===== src/rtl/lat_iir_pkg.sv =====
package lat_iir_pkg;

  typedef enum logic [1:0] {
    SEQ_IDLE = 2'd0,
    SEQ_RUN  = 2'd1,
    SEQ_OUT  = 2'd2
  } seq_state_t;

  // Clamp a signed value into the signed range of w bits.
  function automatic logic signed [63:0] clamp_w(input logic signed [63:0] val,
                                                  input int unsigned w);
    logic signed [63:0] hi;
    logic signed [63:0] lo;
    hi = (64'sd1 <<< (w - 1)) - 64'sd1;
    lo = -hi - 64'sd1;
    if (val > hi)      return hi;
    else if (val < lo) return lo;
    else               return val;
  endfunction

endpackage


===== src/rtl/lat_stage_math.sv =====
// One lattice section: forward update, then backward update from the
// saturated forward value. Purely combinational.
module lat_stage_math #(
  parameter int DW = 16
) (
  input  logic signed [DW-1:0] f_in,
  input  logic signed [DW-1:0] g_dly,
  input  logic signed [DW-1:0] kref,
  output logic signed [DW-1:0] f_out,
  output logic signed [DW-1:0] g_out
);
  import lat_iir_pkg::*;

  localparam int FRAC = DW - 1;
  localparam int PW   = 2 * DW;
  localparam int EW   = PW + 2;

  logic signed [PW-1:0] prod_kg;
  logic signed [PW-1:0] prod_kf;
  logic signed [EW-1:0] f_wide;
  logic signed [EW-1:0] g_wide;

  always_comb begin
    prod_kg = kref * g_dly;
    f_wide  = EW'(f_in) - EW'(prod_kg >>> FRAC);
    f_out   = DW'(clamp_w(64'(f_wide), DW));
    prod_kf = kref * f_out;
    g_wide  = EW'(prod_kf >>> FRAC) + EW'(g_dly);
    g_out   = DW'(clamp_w(64'(g_wide), DW));
  end

endmodule


===== src/rtl/lat_coef_bank.sv =====
// Reflection and ladder coefficient registers with indexed read.
module lat_coef_bank #(
  parameter int NSTG = 4,
  parameter int DW   = 16,
  parameter int AW   = 3
) (
  input  logic                 clk,
  input  logic                 rst,
  input  logic                 wr_en,
  input  logic                 wr_ladder,
  input  logic [AW-1:0]        wr_addr,
  input  logic signed [DW-1:0] wr_data,
  input  logic [AW-1:0]        rd_idx,
  output logic signed [DW-1:0] k_rd,
  output logic signed [DW-1:0] v_rd,
  output logic signed [DW-1:0] v_tail
);
  localparam int DEPTH = 1 << AW;

  logic signed [DW-1:0] k_mem [DEPTH];
  logic signed [DW-1:0] v_mem [DEPTH];

  always_ff @(posedge clk) begin
    if (rst) begin
      for (int i = 0; i < DEPTH; i++) begin
        k_mem[i] <= '0;
        v_mem[i] <= '0;
      end
    end else if (wr_en) begin
      if (!wr_ladder && (32'(wr_addr) < NSTG))
        k_mem[wr_addr] <= wr_data;
      if (wr_ladder && (32'(wr_addr) <= NSTG))
        v_mem[wr_addr] <= wr_data;
    end
  end

  assign k_rd   = k_mem[rd_idx];
  assign v_rd   = v_mem[rd_idx];
  assign v_tail = v_mem[NSTG];

endmodule


===== src/rtl/lat_delay_line.sv =====
// Delay state plus a shadow buffer. New backward values collect in the
// shadow while a sample runs; the visible state is replaced on commit.
module lat_delay_line #(
  parameter int NSTG = 4,
  parameter int DW   = 16,
  parameter int AW   = 3
) (
  input  logic                 clk,
  input  logic                 rst,
  input  logic [AW-1:0]        rd_idx,
  output logic signed [DW-1:0] rd_val,
  input  logic                 wr_en,
  input  logic [AW-1:0]        wr_idx,
  input  logic signed [DW-1:0] wr_val,
  input  logic                 commit,
  input  logic signed [DW-1:0] last_g,
  input  logic signed [DW-1:0] last_f
);
  localparam int DEPTH = 1 << AW;

  logic signed [DW-1:0] dly  [DEPTH];
  logic signed [DW-1:0] shad [DEPTH];

  always_ff @(posedge clk) begin
    if (rst) begin
      for (int i = 0; i < DEPTH; i++) begin
        dly[i]  <= '0;
        shad[i] <= '0;
      end
    end else begin
      if (wr_en)
        shad[wr_idx] <= wr_val;
      if (commit) begin
        for (int m = 0; m < NSTG; m++) begin
          if (m == NSTG - 1)
            dly[m] <= last_f;
          else if (m == NSTG - 2)
            dly[m] <= last_g;
          else
            dly[m] <= shad[m + 1];
        end
      end
    end
  end

  assign rd_val = dly[rd_idx];

endmodule


===== src/rtl/lat_iir.sv =====
module lat_iir #(
  parameter int NSTG  = 4,
  parameter int DW    = 16,
  parameter int ACC_W = 64,
  parameter int AW    = $clog2(NSTG + 1)
) (
  input  logic          clk,
  input  logic          rst,
  input  logic          s_valid,
  output logic          s_ready,
  input  logic [DW-1:0] s_data,
  output logic          m_valid,
  input  logic          m_ready,
  output logic [DW-1:0] m_data,
  input  logic          cfg_we,
  input  logic          cfg_ladder,
  input  logic [AW-1:0] cfg_addr,
  input  logic [DW-1:0] cfg_data
);
  import lat_iir_pkg::*;

  localparam int FRAC = DW - 1;
  localparam int PW   = 2 * DW;
  localparam logic [AW-1:0] LAST_IDX = AW'(NSTG - 1);

  seq_state_t           state_q;
  logic [AW-1:0]        idx_q;
  logic signed [DW-1:0] f_q;
  logic signed [ACC_W-1:0] acc_q;
  logic [DW-1:0]        out_q;
  logic                 mval_q;

  logic signed [DW-1:0] k_rd, v_rd, v_tail, g_dly;
  logic signed [DW-1:0] f_out, g_out;
  logic signed [PW-1:0] prod_gv, prod_fv;
  logic signed [ACC_W-1:0] acc_nxt, acc_fin, acc_shr;
  logic signed [DW-1:0] y_sat;
  logic                 running, last_stage, idle;

  assign idle       = (state_q == SEQ_IDLE);
  assign running    = (state_q == SEQ_RUN);
  assign last_stage = (idx_q == LAST_IDX);

  lat_coef_bank #(.NSTG(NSTG), .DW(DW), .AW(AW)) u_coef (
    .clk       (clk),
    .rst       (rst),
    .wr_en     (cfg_we && idle),
    .wr_ladder (cfg_ladder),
    .wr_addr   (cfg_addr),
    .wr_data   (cfg_data),
    .rd_idx    (idx_q),
    .k_rd      (k_rd),
    .v_rd      (v_rd),
    .v_tail    (v_tail)
  );

  lat_delay_line #(.NSTG(NSTG), .DW(DW), .AW(AW)) u_dly (
    .clk    (clk),
    .rst    (rst),
    .rd_idx (idx_q),
    .rd_val (g_dly),
    .wr_en  (running),
    .wr_idx (idx_q),
    .wr_val (g_out),
    .commit (running && last_stage),
    .last_g (g_out),
    .last_f (f_out)
  );

  lat_stage_math #(.DW(DW)) u_stage (
    .f_in  (f_q),
    .g_dly (g_dly),
    .kref  (k_rd),
    .f_out (f_out),
    .g_out (g_out)
  );

  // Ladder sum at full product precision; one reduction at the end.
  always_comb begin
    prod_gv = g_out * v_rd;
    prod_fv = f_out * v_tail;
    acc_nxt = acc_q + ACC_W'(prod_gv);
    acc_fin = acc_nxt + ACC_W'(prod_fv);
    acc_shr = acc_fin >>> FRAC;
    y_sat   = DW'(clamp_w(64'(acc_shr), DW));
  end

  always_ff @(posedge clk) begin
    if (rst) begin
      state_q <= SEQ_IDLE;
      idx_q   <= '0;
      f_q     <= '0;
      acc_q   <= '0;
      out_q   <= '0;
      mval_q  <= 1'b0;
    end else begin
      unique case (state_q)
        SEQ_IDLE: begin
          if (s_valid) begin
            f_q     <= s_data;
            acc_q   <= '0;
            idx_q   <= '0;
            state_q <= SEQ_RUN;
          end
        end
        SEQ_RUN: begin
          f_q   <= f_out;
          acc_q <= acc_nxt;
          idx_q <= idx_q + AW'(1);
          if (last_stage) begin
            out_q   <= y_sat;
            mval_q  <= 1'b1;
            state_q <= SEQ_OUT;
          end
        end
        SEQ_OUT: begin
          if (m_ready) begin
            mval_q  <= 1'b0;
            state_q <= SEQ_IDLE;
          end
        end
        default: state_q <= SEQ_IDLE;
      endcase
    end
  end

  assign s_ready = idle;
  assign m_valid = mval_q;
  assign m_data  = out_q;

endmodule


===== config.mk =====
export PLATFORM = sky130hd
export DESIGN_NAME = lat_iir
export DESIGN_NICKNAME = d
export VERILOG_FILES = /design/src/rtl/lat_iir_pkg.sv /design/src/rtl/lat_stage_math.sv /design/src/rtl/lat_coef_bank.sv /design/src/rtl/lat_delay_line.sv /design/src/rtl/lat_iir.sv
export SDC_FILE = /design/constraint.sdc
export NUM_CORES = 2
export LEC_CHECK = 0
export CAP_MARGIN = 25
export CORE_ASPECT_RATIO = 0.75
export CORE_MARGIN = 3
export CORE_UTILIZATION = 55
export DETAILED_ROUTE_END_ITERATION = 7
export PLACE_DENSITY = 0.71
export SLEW_MARGIN = 20
export SYNTH_ARGS = -nofsm -noshare
export SYNTH_HDL_FRONTEND = slang
export SYNTH_HIERARCHICAL = 1
export SYNTH_SLANG_ARGS = --single-unit

===== constraint.sdc =====
create_clock -name clk -period 53.6 [get_ports clk]
set_clock_uncertainty 0.05 [all_clocks]
set_input_delay 8.04 -clock clk [delete_from_list [all_inputs] [get_ports clk]]
set_output_delay 8.04 -clock clk [all_outputs]
set_load 0.05 [all_outputs]

# Word level (Yosys, flattened, before mapping)
# Memories as Yosys holds them, arrays and structs flattened. A register that Yosys moved wholly into a read port is not among the register bits.
# Index checks and enable logic that the tools add are counted.
# totals
ramBits	512
wordCells	106
regBits	102
out_inout_bits	18
input_bits	41
n_memories	4
rom_bits	0
latchBits	0
# memory_table
memory	depth	word_bits	read_ports	rd_ports_with_merged_regs	write_ports	line_no	text
u_coef.k_mem	8	16	1	1	8	lat_coef_bank.sv:20	logic signed [DW-1:0] k_mem [DEPTH];
u_coef.v_mem	8	16	2	1	8	lat_coef_bank.sv:21	logic signed [DW-1:0] v_mem [DEPTH];
u_dly.dly	8	16	1	1	8	lat_delay_line.sv:21	logic signed [DW-1:0] dly [DEPTH];
u_dly.shad	8	16	2	0	8	lat_delay_line.sv:22	logic signed [DW-1:0] shad [DEPTH];
# classes
bitwise	4
n_mul	4
div_mod_pow	0
reduce_logical	15
n_eq_ne	6
n_addsub	5
magnitude_cmp	8
n_shift	0
mux	54
# ops
cell	n
16-bit 2-to-1 mux	14
64-bit by 32-bit adder with 64-bit output	2
16-bit by 16-bit multiplier with 32-bit output	4
64-bit one-hot mux with 2 select lines	1
64-bit 2-to-1 mux	1
49-bit by 16-bit greater-than comparator with 1-bit output (second input constant)	1
49-bit by 16-bit less-than comparator with 1-bit output (second input constant)	1
16-bit OR reduction	3
18-bit by 16-bit greater-than comparator with 1-bit output (second input constant)	2
18-bit by 16-bit less-than comparator with 1-bit output (second input constant)	2
16-bit one-hot mux with 2 select lines	1
3-bit 2-to-1 mux	10
1-bit 2-to-1 mux	21
17-bit by 16-bit adder with 18-bit output	1
16-bit by 17-bit subtractor with 18-bit output	1
2-bit 2-to-1 mux	3
2-bit one-hot mux with 3 select lines	1
3-bit one-hot mux with 2 select lines	1
3-bit AND reduction	2
1-bit logical AND	4
2-bit != test (second input constant)	2
1-bit OR	4
2-bit AND reduction	2
2-bit nonzero test	2
10 further kinds	10

# Depth between registers and ports, before layout
# depth
ltp_word	16
depth_mapped	128
ltp_nobuf	118

# Hierarchy
# The synthesis kept the hierarchy.
# by_module_without_submodules
module	instances	area_each_um2	cells_per_inst	seq_area_each_um2
lat_iir	1	37465.9	4137	2042.0
lat_stage_math	1	20723.6	2320	0.0
lat_coef_bank	1	10856.7	592	7687.4
lat_delay_line	1	4262.8	288	2882.8

# Least setup slack after synthesis
# No wires, ideal clock.
# synth_timing
kind	reg2reg
startpoint	register idx_q[0]
endpoint	register out_q[10], in the netlist m_data[10]
synth_period_minus_slack_ns	29.255
setup_time_ns	0.092
path_stages_with_launch	109
slack_ns	24.345
path_buffers	8
t_required_ns	53.458
arrival_time_ns	29.113
path_cell_list	dfxtp_1 -> buf_6 -> buf_6 -> mux4_1 -> mux2_2 -> clkbuf_1 -> and2_1 -> fa_1 -> inv_1 -> fa_1 -> fa_1 -> inv_1 -> fa_1 -> fa_1 -> inv_1 -> fa_1 -> inv_1 -> ha_1 -> [... 73 more ...] -> inv_1 -> fa_1 -> inv_1 -> ha_1 -> clkbuf_1 -> nand2_1 -> o21bai_1 -> a211oi_1 -> o211ai_1 -> and2_1 -> o21ai_0 -> a21oi_1 -> or2_2 -> nor4_1 -> and4_1 -> a21oi_2 -> buf_6 -> o32ai_1
# synth_lines
item	line_no	text
from (decl)	lat_iir.sv:27	logic [AW-1:0] idx_q;
from (signal assigned)	lat_iir.sv:109	idx_q <= idx_q + AW'(1);
to (signal assigned)	lat_iir.sv:111	out_q <= y_sat;
to (decl)	lat_iir.sv:30	logic [DW-1:0] out_q;

==> impl_metrics.csv <==
group,metric,value,unit
sta,min_period,34.68,ns
clocking,cts.sinks,454,
cells_and_area,nets,9290,
global_route,antenna_found_initial,9,
global_route,grt_pass1_wl,330,mm
placed_design,postPlaceCellArea,76200,µm²
placed_design,portBuffers,58,
cells_and_area,post-route-cell-area,78000,µm²
detailed_routing,drt-initial-drc-count,5036,
clocking,cts.repair.resized,0,
cells_and_area,areaGrowthSynthToFinish,6.36,%
detailed_routing,dr.pass1.iters,8,
clocking,h-tree-depth,2,
placed_design,dpl.hpwl,162,mm
floorplan,rows,115,
synthesis,yosysSeqAreaShare,17.2,%
synthesis,synth_edf_count,352,
detailed_routing,viasPerCell,5.76,
floorplan,start_util,55.7,%
synthesis,ys.warnings.count,6,
sta,hold_viol,0,
synthesis,syn_inst,7337,
floorplan,die_w,428,µm
critical_path,cpMaxStageDelayCell,"fa_2",
sta,timing.slew.headroom,29.5,%
clocking,cts.clk_slew.worst_paths,0.06,ns
floorplan,dieArea,138000,µm²
synthesis,yosysUniqueCellTypes,104,
critical_path,cp-end-kind,"flip-flop",
detailed_routing,wirelength,208,mm
clocking,ctsHoldBuffers,0,
sta,rsz0062_at_grt,"false",
placed_design,place_ws,19.46,ns
sta,drv_slew,0,
synthesis,synth_area,73300,µm²
critical_path,crit_fanout,51,
synthesis,synth_top_area_share,37.5,%
run,maxCapViolations,0,
placed_design,gp_congestion,1.02,
hold_path,hold_path_class,"reg -> reg",
synthesis,synthFlopType,"edfxtp_1",
sta,setup_viol,0,
global_route,grt_pass1_vias,55000,
floorplan,die_y,322,µm
synthesis,synthArstFlopShare,0,%
outcome,violations,"design-rule violations",
sta,fin_ws,18.92,ns
critical_path,critPathRequiredTime,54.04,ns
clocking,post_cts_buffers,0,
synthesis,synth_seq_cells,454,
detailed_routing,wl_per_cell,22.7,µm
detailed_routing,vias,52700,
critical_path,critical_path_class,"reg -> reg",
cells_and_area,drive_gt1_share,5.14,%
synthesis,yosysTopAreaCell,"fa_1",
global_route,grt-ovfl-total,0,
sta,worst_pin_slew,1.06,ns
sta,setup_tns,0,ns
clocking,cts_buffer_depth,3,
sta,max_freq,0.0288,GHz
synthesis,syn_avg_cell_area,9.99,µm²
floorplan,io_pins,59,
synthesis,synthTopCellsByArea,"fa_1 (38%), edfxtp_1 (14%), ha_1 (8.8%), inv_1 (8.2%), and2_1 (4.6%)",
clocking,clock_latency,0.66,ns
critical_path,arrival,35.11,ns
global_route,grtUsageTotal,31.4,%
outcome,status,"complete, but fails checks",
detailed_routing,drtAntennaViolNets,0,
global_route,grt_max_degree,87,
clocking,cts_root_buf,"clkbuf_16",
detailed_routing,drcViolationCount,1,
critical_path,critPathMaxStageDelay,1.17,ns
cells_and_area,utilization,59.2,%
clocking,cts_tree,"done",
clocking,cts_buffers,51,
critical_path,cp-start-kind,"flip-flop",
floorplan,core_area,132000,µm²
critical_path,crit_top_cell,"fa_1",
sta,min_period_over_period,64.7,%
## kinds of logic after synthesis
logic type / Yosys count / synth area share [%]
buffers and inverters: 1926 / 10.0
flip-flops: 454 / 17.2
XOR/XNOR: 168 / 2.03
AO/OA/AOI/OAI: 828 / 7.73
multiplexers: 133 / 3.17
other: 1 / 0.00512
adder cells (fa/ha/maj): 1891 / 46.4
AND/OR/NAND/NOR: 1936 / 13.5
## sequential cells by signal (all words and copies together) (netlist names)
register and count:
m_valid 1, u_dly/dly 64, m_data 16, u_dly/shad 32
u_coef/v_mem 128, u_coef/k_mem 128, acc_q 64, idx_q 3
f_q 16, state_q 2
## worst paths after layout
path | start | to | cells past startpoint | slack, ns
setup / recovery | idx_q[0]$_SDFFE_PP0P_ | m_data[10]$_SDFFE_PP0P_ | 106 | 18.92
hold / removal | acc_q[61]$_SDFFE_PP0P_ | acc_q[61]$_SDFFE_PP0P_ | 2 | 0.42
setup reg to reg | idx_q[0]$_SDFFE_PP0P_ | m_data[10]$_SDFFE_PP0P_ | 106 | 18.92
hold reg to reg | acc_q[61]$_SDFFE_PP0P_ | acc_q[61]$_SDFFE_PP0P_ | 2 | 0.42
## cells in the mapped netlist (97+ instances only)
master    count
o21ai_0     106
dfxtp_1     102
and2_1      536
clkbuf_1    264
edfxtp_1    352
a21oi_1     219
nand2_1     642
nor3_1      190
ha_1        516
fa_1       1375
inv_1      1592
xnor2_1     110
a21o_1       97
nor2_1      221
## metal layers
layer / track usage [%] / wire length [µm]
met1: 48.7 / 93500
met2: 43.0 / 84100
met3: 9.76 / 25500
met4: 7.01 / 4850
met5: 0 / 41
## metrics by stage
step | hold WS (ns) | std cells
6_report | 0.416 | 9156
5_1_grt | 0.446 | 9153
4_1_cts | 0.423 | 9150
3_5_place_dp | 0.414 | 9057
3_3_place_gp | 0.403 | 9054
2_1_floorplan | 0.391 | 7448
## worst max-delay path: cells and delay by family (launching register included)
family / cells / cell delay [ns]
flops: 1 / 0.58
compound gates: 35 / 9.98
simple gates: 21 / 4.69
xor+xnor: 3 / 0.55
buf+inv: 18 / 3.33
fa+ha+maj: 29 / 15.16
## layout by cell type (no fill, tap or decap), types with 33 or more instances in the layout
cell / n
a21o_1: 97
a21oi_1: 215
a22oi_1: 58
and2_1: 535
buf_4: 110
clkbuf_16: 51
clkdlybuf4s50_1: 57
conb_1: 112
dfxtp_1: 99
edfxtp_1: 352
fa_1: 1371
ha_1: 516
inv_1: 1589
mux2_2: 33
mux2i_1: 36
mux4_1: 40
nand2_1: 642
nand2b_1: 46
nand3_1: 50
nand4_1: 39
nor2_1: 221
nor2b_1: 38
nor3_1: 190
o21ai_0: 105
o21bai_1: 38
xnor2_1: 110
xor2_1: 56
## layout make-up
type,instances,area [µm²]
fillers,11100,53700
inverters,1610,6040
repair buffers,173,1500
clock inverters,32,370
well taps,1755,2200
clock buffers,61,1320
multi-input cells,5068,53900
diodes,3,7.51
flip-flops and latches,454,12600
Power is left out: the tool's default activity adds up to more than one toggle a clock period on the data nets, which glitch-free logic cannot reach.
